==> src/rtl/casc_irq_pkg.sv <==
package casc_irq_pkg;

  // Word indices of the register window
  localparam int unsigned WORD_STATUS   = 0;
  localparam int unsigned WORD_RAW      = 1;
  localparam int unsigned WORD_MASK_SET = 2;
  localparam int unsigned WORD_MASK_CLR = 3;
  localparam int unsigned WORD_SOFT_SET = 4;
  localparam int unsigned WORD_SOFT_CLR = 5;
  localparam int unsigned WORD_PASS_SET = 8;
  localparam int unsigned WORD_PASS_CLR = 9;

  // Write strobes from the decoder to the datapath
  typedef struct packed {
    logic maskSet;
    logic maskClr;
    logic softSet;
    logic softClr;
    logic passSet;
    logic passClr;
  } wrStrobe_t;

  typedef enum logic [2:0] {
    RD_NONE,
    RD_STATUS,
    RD_RAW,
    RD_MASK,
    RD_SOFT,
    RD_PASS
  } rdSel_t;

endpackage

==> src/rtl/casc_irq_decode.sv <==
module casc_irq_decode
  import casc_irq_pkg::*;
#(
  parameter int unsigned WORD_AW = 10,
  parameter int unsigned DATA_W  = 32
) (
  input  logic               busSel,
  input  logic               busWr,
  input  logic [WORD_AW-1:0] busAddr,
  input  logic [DATA_W-1:0]  busWdata,
  output wrStrobe_t          strb,
  output rdSel_t             rdSel
);

  logic wrEn;
  logic dataNonZero;

  assign wrEn        = busSel & busWr;
  assign dataNonZero = |busWdata;

  always_comb begin
    strb = '0;
    if (wrEn) begin
      if (busAddr == WORD_AW'(WORD_MASK_SET)) strb.maskSet = 1'b1;
      if (busAddr == WORD_AW'(WORD_MASK_CLR)) strb.maskClr = 1'b1;
      if (busAddr == WORD_AW'(WORD_SOFT_SET)) strb.softSet = dataNonZero;
      if (busAddr == WORD_AW'(WORD_SOFT_CLR)) strb.softClr = dataNonZero;
      if (busAddr == WORD_AW'(WORD_PASS_SET)) strb.passSet = 1'b1;
      if (busAddr == WORD_AW'(WORD_PASS_CLR)) strb.passClr = 1'b1;
    end
  end

  always_comb begin
    rdSel = RD_NONE;
    if (busAddr == WORD_AW'(WORD_STATUS))   rdSel = RD_STATUS;
    if (busAddr == WORD_AW'(WORD_RAW))      rdSel = RD_RAW;
    if (busAddr == WORD_AW'(WORD_MASK_SET)) rdSel = RD_MASK;
    if (busAddr == WORD_AW'(WORD_SOFT_SET)) rdSel = RD_SOFT;
    if (busAddr == WORD_AW'(WORD_PASS_SET)) rdSel = RD_PASS;
  end

endmodule

==> src/rtl/casc_irq_datapath.sv <==
module casc_irq_datapath
  import casc_irq_pkg::*;
#(
  parameter int unsigned LINES   = 32,
  parameter int unsigned PASS_LO = 21,
  parameter int unsigned PASS_HI = 30
) (
  input  logic             clk,
  input  logic             rstN,
  input  logic [LINES-1:0] irqIn,
  input  logic [LINES-1:0] wdata,
  input  wrStrobe_t        strb,
  input  rdSel_t           rdSel,
  output logic [LINES-1:0] rdata,
  output logic [LINES-1:0] irqOut
);

  localparam int unsigned CASC_IDX = LINES - 1;

  function automatic logic [LINES-1:0] passMaskCalc();
    logic [LINES-1:0] m;
    m = '0;
    for (int i = 0; i < int'(LINES); i++) begin
      if (i >= int'(PASS_LO) && i <= int'(PASS_HI)) m[i] = 1'b1;
    end
    return m;
  endfunction

  localparam logic [LINES-1:0] PASS_MASK = passMaskCalc();

  logic [LINES-1:0] levelQ;
  logic [LINES-1:0] maskQ;
  logic [LINES-1:0] passEnQ;
  logic [LINES-1:0] maskedLvl;

  always_ff @(posedge clk or negedge rstN) begin
    if (!rstN) levelQ <= '0;
    else       levelQ <= irqIn;
  end

  always_ff @(posedge clk or negedge rstN) begin
    if (!rstN) begin
      maskQ <= '0;
    end else begin
      if (strb.maskSet) maskQ <= maskQ | wdata;
      if (strb.maskClr) maskQ <= maskQ & ~wdata;
      if (strb.softSet) maskQ[0] <= 1'b1;
      if (strb.softClr) maskQ[0] <= 1'b0;
    end
  end

  always_ff @(posedge clk or negedge rstN) begin
    if (!rstN) begin
      passEnQ <= '0;
    end else begin
      if (strb.passSet) passEnQ <= passEnQ | (wdata & PASS_MASK);
      if (strb.passClr) passEnQ <= passEnQ & ~wdata;
    end
  end

  assign maskedLvl = levelQ & maskQ;

  always_comb begin
    case (rdSel)
      RD_STATUS: rdata = maskedLvl;
      RD_RAW:    rdata = levelQ;
      RD_MASK:   rdata = maskQ;
      RD_SOFT:   rdata = {{(LINES-1){1'b0}}, levelQ[0]};
      RD_PASS:   rdata = passEnQ;
      default:   rdata = '0;
    endcase
  end

  for (genvar i = 0; i < LINES; i++) begin : g_lane
    if (i == CASC_IDX) begin : g_casc
      assign irqOut[i] = |maskedLvl;
    end else if (i >= PASS_LO && i <= PASS_HI) begin : g_pass
      assign irqOut[i] = passEnQ[i] & levelQ[i];
    end else begin : g_tie
      assign irqOut[i] = 1'b0;
    end
  end


  lvl_track_chk: assert property (@(posedge clk) disable iff (!rstN)
    rstN |=> levelQ == $past(irqIn));


  mask_set_chk: assert property (@(posedge clk) disable iff (!rstN)
    strb.maskSet |=> (maskQ & $past(wdata)) == $past(wdata));


  mask_clr_chk: assert property (@(posedge clk) disable iff (!rstN)
    strb.maskClr |=> (maskQ & $past(wdata)) == '0);


  soft_set_chk: assert property (@(posedge clk) disable iff (!rstN)
    strb.softSet |=> maskQ[0]);


  soft_clr_chk: assert property (@(posedge clk) disable iff (!rstN)
    strb.softClr |=> !maskQ[0]);


  pass_clr_chk: assert property (@(posedge clk) disable iff (!rstN)
    strb.passClr |=> (passEnQ & $past(wdata)) == '0);


  idle_hold_chk: assert property (@(posedge clk) disable iff (!rstN)
    (strb == '0) |=> $stable(maskQ) && $stable(passEnQ));

endmodule

==> src/rtl/casc_irq_ctrl.sv <==
module casc_irq_ctrl
  import casc_irq_pkg::*;
#(
  parameter int unsigned LINES   = 32,
  parameter int unsigned WORD_AW = 10,
  parameter int unsigned PASS_LO = 21,
  parameter int unsigned PASS_HI = 30
) (
  input  logic               clk,
  input  logic               rstN,
  input  logic [LINES-1:0]   irqIn,
  input  logic               busSel,
  input  logic               busWr,
  input  logic [WORD_AW-1:0] busAddr,
  input  logic [LINES-1:0]   busWdata,
  output logic [LINES-1:0]   busRdata,
  output logic [LINES-1:0]   irqOut
);

  wrStrobe_t strb;
  rdSel_t    rdSel;

  casc_irq_decode #(
    .WORD_AW (WORD_AW),
    .DATA_W  (LINES)
  ) u_decode (
    .busSel   (busSel),
    .busWr    (busWr),
    .busAddr  (busAddr),
    .busWdata (busWdata),
    .strb     (strb),
    .rdSel    (rdSel)
  );

  casc_irq_datapath #(
    .LINES   (LINES),
    .PASS_LO (PASS_LO),
    .PASS_HI (PASS_HI)
  ) u_datapath (
    .clk    (clk),
    .rstN   (rstN),
    .irqIn  (irqIn),
    .wdata  (busWdata),
    .strb   (strb),
    .rdSel  (rdSel),
    .rdata  (busRdata),
    .irqOut (irqOut)
  );

endmodule

==> config.mk <==
export PLATFORM = sky130hd
export DESIGN_NAME = casc_irq_ctrl
export DESIGN_NICKNAME = d
export VERILOG_FILES = /design/src/rtl/casc_irq_pkg.sv /design/src/rtl/casc_irq_decode.sv /design/src/rtl/casc_irq_datapath.sv /design/src/rtl/casc_irq_ctrl.sv
export SDC_FILE = /design/constraint.sdc
export NUM_CORES = 1
export LEC_CHECK = 0
export BUFFER_PORTS_ARGS = -buffer_cell sky130_fd_sc_hd__clkbuf_2
export CORE_AREA = 2 2 131 133
export DETAILED_ROUTE_END_ITERATION = 12
export DIE_AREA = 0 0 133 135
export PLACE_DENSITY_LB_ADDON = 0.05
export SLEW_MARGIN = 10
export SYNTH_ARGS = -nofsm -noshare
export SYNTH_HDL_FRONTEND = slang
export SYNTH_SLANG_ARGS = --single-unit
==> constraint.sdc <==
create_clock -name clk -period 4.9 [get_ports clk]
set_input_delay 0.735 -clock clk [delete_from_list [all_inputs] [get_ports clk]]
set_output_delay 0.735 -clock clk [all_outputs]
set_load 0.02 [all_outputs]
==> impl_metrics.ini, run 1 <==
[floorplanning]
io_pins = 142
placementRows = 47
die_w_um = 133
initial_core_util = 0.299
die_y_um = 135
coreArea_mm2 = 0.0164
die_area_mm2 = 0.0180

[power]
ir_drop_mv = 0.169
p_sw_frac = 0.267
p_int_mw = 1.27
leakagePower_nw = 2.79
switchingPower_mw = 0.462
combPwrFrac = 0.082
p_per_area_mw_per_mm2 = 292
p_seq_frac = 0.475
clkPwrFrac = 0.443

[timing]
fin_tns_setup_ns = 0
period_needed_ns = 3.86
slew_headroom = 0.371
finClkSkew_ns = 0
rsz0062_at_grt = no
hold_viol_final = 0
worst_slew_pin_slew_ns = 0.941
max_freq_ghz = 0.259
fin_crit_sh = 0.788
maxSlewViolCount = 0
setup_viol_count_final = 0

[setup_path]
rrSetupSlack_ns = 3.85
cp.arrival_ns = 3.13
required_ns = 4.16
regToRegEndpoint = u_datapath.maskQ[0]
start_kind = input port
path_cells = clkbuf_2, or4_1, nor3_1, nand2_1, o21ai_0, clkbuf_2
endpoint = busRdata[11]
reg2reg_from = u_datapath.maskQ[0]
crit_buf_inv = 2
max_stage_delay_ns = 0.73
end_kind = output port
crit_path_frequent_cell = clkbuf_2
reg2regPathDepth = 3
path_depth = 6
cp_max_fo = 24
crit_family = simple AND/OR/NAND/NOR gates
critPathKind = in2out
crit_start = busAddr[9]
crit_slowest_cell = or4_1

[clock_tree]
cts.clk_slew.worst_paths_ns = 0.07
postCtsHoldBufs = 0
clock_tree.root_cell = clkbuf_16
clk_latency_ns = 0.35
htreeDepth = 3
cts_tree = done
cts_setup_buffers = 0
cts_max_path_buffers = 2
cts_resized = 0
cts_buffers = 9
clkSinkCount = 96

[route]
wl_mm = 15.7
vias_per_cell = 4.94
wl_per_cell_um = 19.8
ant_nets = 0
drt_pass1_iterations = 4
drt_first_iter_violations = 251
route.detailed.drc = 0
vias = 3899

[finish]
design_area_mm2 = 0.00592
area_delta_synth_final_pct = 20.7
fin_nets = 642
diodes = 0
drive_gt1_frac = 0.334

[flow_run]
cap_violations = 0

[yosys]
synth_edf_count = 0
ys_seq_area_frac = 0.490
ys_ff_latch = 96
syn_avg_cell_area_um2 = 10.8
synth.distinct_cells = 44
async_flop_share = 1.00
ys_warn_count = 0
syn-cell-area_mm2 = 0.00490
ys.flop_type = dfrtp_1
syn_inst = 456

[grt]
grt_pass1_wl_mm = 24.6
grt_max_degree = 57
first_global_vias = 4071
antenna_found_initial = 0
track_usage = 0.183
overflow = 0

[min_path]
hold_path.class = in2async

[place]
dp_hpwl_mm = 11.1
portBuffers = 120
place_congestion = 0.747
dpl_cell_area_mm2 = 0.00560

[outcome]
status = finished clean
synth_stat cells, types with 3 or more instances:
| master | number | area, um2 |
|---|---|---|
| nor2_1 | 6 | 22.5 |
| o22ai_1 | 24 | 150 |
| a21boi_0 | 22 | 165 |
| nand4_1 | 4 | 25.0 |
| o21ai_0 | 32 | 160 |
| dfrtp_1 | 96 | 2400 |
| inv_1 | 3 | 11.3 |
| buf_4 | 21 | 158 |
| o211ai_1 | 7 | 52.6 |
| buf_6 | 5 | 56.3 |
| buf_2 | 6 | 30.0 |
| a21oi_1 | 16 | 80.1 |
| a22oi_1 | 12 | 90.1 |
| clkbuf_1 | 16 | 60.1 |
| and2_1 | 18 | 113 |
| nand3b_1 | 17 | 128 |
| nor4_1 | 9 | 56.3 |
| nand2_1 | 68 | 255 |
| nand3_1 | 3 | 15.0 |
| mux2_4 | 40 | 601 |
power groups by stage:
stage | logic (mW) | clock network, mW | registers (mW)
global route | 0.158 | 0.827 | 0.824
detailed placement | 0.144 | 0 | 0.837
finish | 0.141 | 0.767 | 0.822
global placement | 0.144 | 0 | 0.838
CTS | 0.145 | 0.795 | 0.822
floorplan | 0.0770 | 0 | 0.832
per-stage QoR:
stage                     hold WS, ns   util  power, mW  worst slack, ns  cells
after detailed placement        0.519  0.341      0.981            0.988    773
final                           0.446  0.361       1.73             1.04    789
after floorplan                 0.439      -      0.909             1.70    476
after CTS                       0.462  0.361       1.76            0.979    789
after global placement          0.515  0.341      0.982             1.11    773
after global routing            0.455  0.361       1.81            0.727    789
cells in the final DEF (no fill, tap or decap), drive strengths merged, types with 3 or more instances in the layout:
| cell | n |
|---|---|
| nand3b | 17 |
| nand3 | 3 |
| and2 | 18 |
| buf | 8 |
| clkbuf | 128 |
| nor4 | 11 |
| clkinv | 3 |
| mux2 | 41 |
| a21oi | 16 |
| o22ai | 24 |
| conb | 21 |
| o211ai | 7 |
| nor3 | 3 |
| nor2 | 6 |
| nand2 | 68 |
| nand4 | 4 |
| dfrtp | 96 |
| a22oi | 12 |
| a21boi | 22 |
| or4 | 3 |
| o21ai | 33 |
| inv | 6 |
metal layers:
layer | GRT usage | part of all wire | vias up
li1 | - | - | 1829
met3 | 0.0495 | 0.054 | 14
met1 | 0.249 | 0.47 | 1952
met2 | 0.290 | 0.47 | 104
met4 | 0.0436 | 0.011 | 0
met5 | 0 | 0 | -
final cells by class:
cell class / instances / area, um2
fillers: 1695 / 10500
flip-flops and latches: 96 / 2400
multi-input cells: 327 / 2250
repair buffers: 127 / 656
well taps: 220 / 275
clock buffers: 9 / 225
clock inverters: 7 / 97.6
inverters: 3 / 11.3
cell families after synthesis:
kind of cell / share of synthesized area
other cells: 0.000765
compound gates: 0.163
mux: 0.125
flops: 0.490
simple gates: 0.152
xor+xnor: 0.00179
buf+inv: 0.0663
fa+ha+maj: 0.00204
how the worst min path moves through the flow:
stage,slack (ns),end,cells past startpoint
6_report,0.45,u_datapath.passEnQ[4],1
3_5_place_dp,0.52,flop,1
2_1_floorplan,0.44,asynchronous set/reset pin,0
5_1_grt,0.46,u_datapath.levelQ[6],1
3_3_place_gp,0.52,flop,1
4_1_cts,0.46,u_datapath.levelQ[22],1
Power figures use the tool's default switching activity.
==> inputs of run 2 (changes only) <==
--- a/config.mk
+++ b/config.mk
@@ -5,10 +5,11 @@
 export SDC_FILE = /design/constraint.sdc
 export NUM_CORES = 1
 export LEC_CHECK = 0
+export ABC_AREA = 1
 export BUFFER_PORTS_ARGS = -buffer_cell sky130_fd_sc_hd__clkbuf_2
-export CORE_AREA = 2 2 131 133
+export CORE_AREA = 2 2 135 137
 export DETAILED_ROUTE_END_ITERATION = 12
-export DIE_AREA = 0 0 133 135
+export DIE_AREA = 0 0 137 139
 export PLACE_DENSITY_LB_ADDON = 0.05
 export SLEW_MARGIN = 10
 export SYNTH_ARGS = -nofsm -noshare
==> constraint.sdc (replaced) <==
create_clock -name clk -period 3.9 [get_ports clk]
set_input_delay 0.585 -clock clk [delete_from_list [all_inputs] [get_ports clk]]
set_output_delay 0.585 -clock clk [all_outputs]
set_load 0.02 [all_outputs]
==> run 2 against run 1 <==
Against the previous run: global-route usage down 1.0 points; critical path type unchanged; sequential power up 25%; worst hold slack got worse by 0.12 ns; total power grew 23%; clock skew did not move; sequential cell count unchanged; non-clock buffer count is 1 higher; setup slack worse by 0.064 ns; area after synthesis grew 5.1%; register-to-register slack got worse by 0.73 ns; largest power group unchanged; die area is 6.1% higher.
==> impl_metrics.ini, run 2 <==
[setup_path]
path_cells = clkbuf_2, nor2_1, nand2_1, inv_2, nand2_1, nor2_2, buf_4, nand2_1, nand4_1, nand2_1, inv_1, clkbuf_2
crit_buf_inv = 5
crit_slowest_cell = nor2_2
crit_path_frequent_cell = nand2_1
critPathKind = in2out
max_stage_delay_ns = 0.41
start_kind = input port
cp.arrival_ns = 2.34
required_ns = 3.31
crit_family = simple AND/OR/NAND/NOR gates
cp_max_fo = 13
end_kind = output port

[grt]
grt_use_met2 = 0.291
track_usage = 0.172
grt_busiest_layer = met2
use_met1 = 0.220
antenna_found_initial = 0
first_global_vias = 4401
grt_max_degree = 65
grt_pass1_wl_mm = 24.6
overflow = 0
use_met3 = 0.0380

[yosys]
async_flop_share = 1.00
yosysMostFrequentCell = nand2_1
syn_avg_cell_area_um2 = 8.53
ys_seq_area_frac = 0.466
netlist_top_cells_count = 170 x nand2_1, 98 x inv_1, 96 x dfrtp_1
synth_top_area_frac = 0.466
synth_area_leaders = dfrtp_1 47%, nand2_1 12%, a2bb2oi_2 8.7%
synth_edf_count = 0
synth_top_cell_by_area = dfrtp_1
ys_warn_count = 0
syn-cell-area_mm2 = 0.00515
ys_ff_latch = 96
ys.flop_type = dfrtp_1
syn_inst = 604
synth.distinct_cells = 25

[clock_tree]
cts_setup_buffers = 0
cts.clk_slew.worst_paths_ns = 0.07
cts_tree = done
clock_tree.root_cell = clkbuf_16
clkSinkCount = 96
cts_max_path_buffers = 2
cts_buffers = 9
cts_resized = 0
htreeDepth = 3
postCtsHoldBufs = 0
clk_latency_ns = 0.35

[timing]
fin_tns_setup_ns = 0
max_freq_ghz = 0.342
worst_slew_pin_slew_ns = 0.944
slew_headroom = 0.369
fin_crit_sh = 0.751
rsz0062_at_grt = no
maxSlewViolCount = 0
finClkSkew_ns = 0
hold_viol_final = 0
setup_viol_count_final = 0
period_needed_ns = 2.93

[floorplanning]
die_w_um = 137
initial_core_util = 0.292
die_y_um = 139
placementRows = 49
coreArea_mm2 = 0.0177
io_pins = 142
die_area_mm2 = 0.0190

[route]
wl_per_cell_um = 16.8
wl_mm = 16.0
drt_first_iter_violations = 182
ant_nets = 0
vias = 4388
route.detailed.drc = 0
vias_per_cell = 4.59
drt_pass1_iterations = 4

[outcome]
status = finished clean

[power]
p_per_area_mw_per_mm2 = 342
power_mw = 2.13
leakagePower_nw = 3.44
ir_drop_mv = 0.200

[finish]
fin_nets = 799
diodes = 0
fillers = 1864
drive_gt1_frac = 0.299
layout_common_cells = 170 x nand2_1, 119 x clkbuf_2, 98 x inv_1
mostFrequentLayoutCell = nand2_1
area_delta_synth_final_pct = 20.8

[min_path]
hold_path.class = in2reg

[place]
portBuffers = 120
place_congestion = 0.787
dp_hpwl_mm = 11.6

[flow_run]
cap_violations = 0
run 2: worst reg2reg max path, stage by stage, from the launching register on:
cell     delay, ns
dfrtp_1       0.42
o21ai_0       0.20
inv_1         0.06
run 2: final timing paths:
path,start,endpoint,slack [ns],depth (start not counted)
worst max-delay path,busAddr[7],busRdata[25],0.97,12
worst min-delay path,irqIn[24],u_datapath.levelQ[24],0.33,1
worst max register to register,flop,flop,3.12,2
worst min register to register,u_datapath.passEnQ[19],u_datapath.passEnQ[19],0.50,2
max in group asynchronous,rstN,u_datapath.passEnQ[1],2.73,2
min in group asynchronous,rstN,asynchronous set/reset pin,0.34,1
run 2: final cells by class:
type	instances	area, um2	area share
multi-input cells	386	2180	0.350
flip-flops and latches	96	2400	0.386
repair buffers	128	663	0.107
clock inverters	5	63.8	0.0103
well taps	229	287	0.0460
inverters	100	375	0.0603
clock buffers	11	253	0.0406
run 2: power breakdown:
| group | switching (mW) | leakage, nW | internal [mW] | total, mW |
|---|---|---|---|---|
| Sequential | 0.0152 | 1.26 | 1.02 | 1.03 |
| Combinational | 0.103 | 2.03 | 0.0435 | 0.146 |
| Clock | 0.415 | 0.152 | 0.537 | 0.953 |
| Total | 0.533 | 3.44 | 1.60 | 2.13 |
run 2: kinds of logic (layout without fill, tap and decap cells):
group | Yosys count | count (layout) | synth area share
compound gates | 91 | 91 | 0.167
other cells | 1 | 21 | 0.000728
buf+inv | 142 | 244 | 0.127
flops | 96 | 96 | 0.466
simple gates | 274 | 274 | 0.239
run 2: metal layers:
| metal | up-vias | part of all wire |
|---|---|---|
| li1 | 2144 | - |
| met1 | 2117 | 0.44 |
| met4 | 0 | 0.013 |
| met5 | - | 0 |
| met3 | 13 | 0.046 |
| met2 | 114 | 0.50 |
run 2: stage by stage:
step | cells | setup slack (ns) | hold WS (ns) | utilization | area (um2)
floorplan | 624 | 1.59 | 0.289 | - | 5230
global placement | 939 | 0.961 | 0.478 | 0.334 | 5910
detailed placement | 939 | 0.962 | 0.482 | 0.334 | 5910
CTS | 955 | 0.956 | 0.313 | 0.352 | 6220
global route | 955 | 0.804 | 0.304 | 0.352 | 6220
finish | 955 | 0.973 | 0.329 | 0.352 | 6220
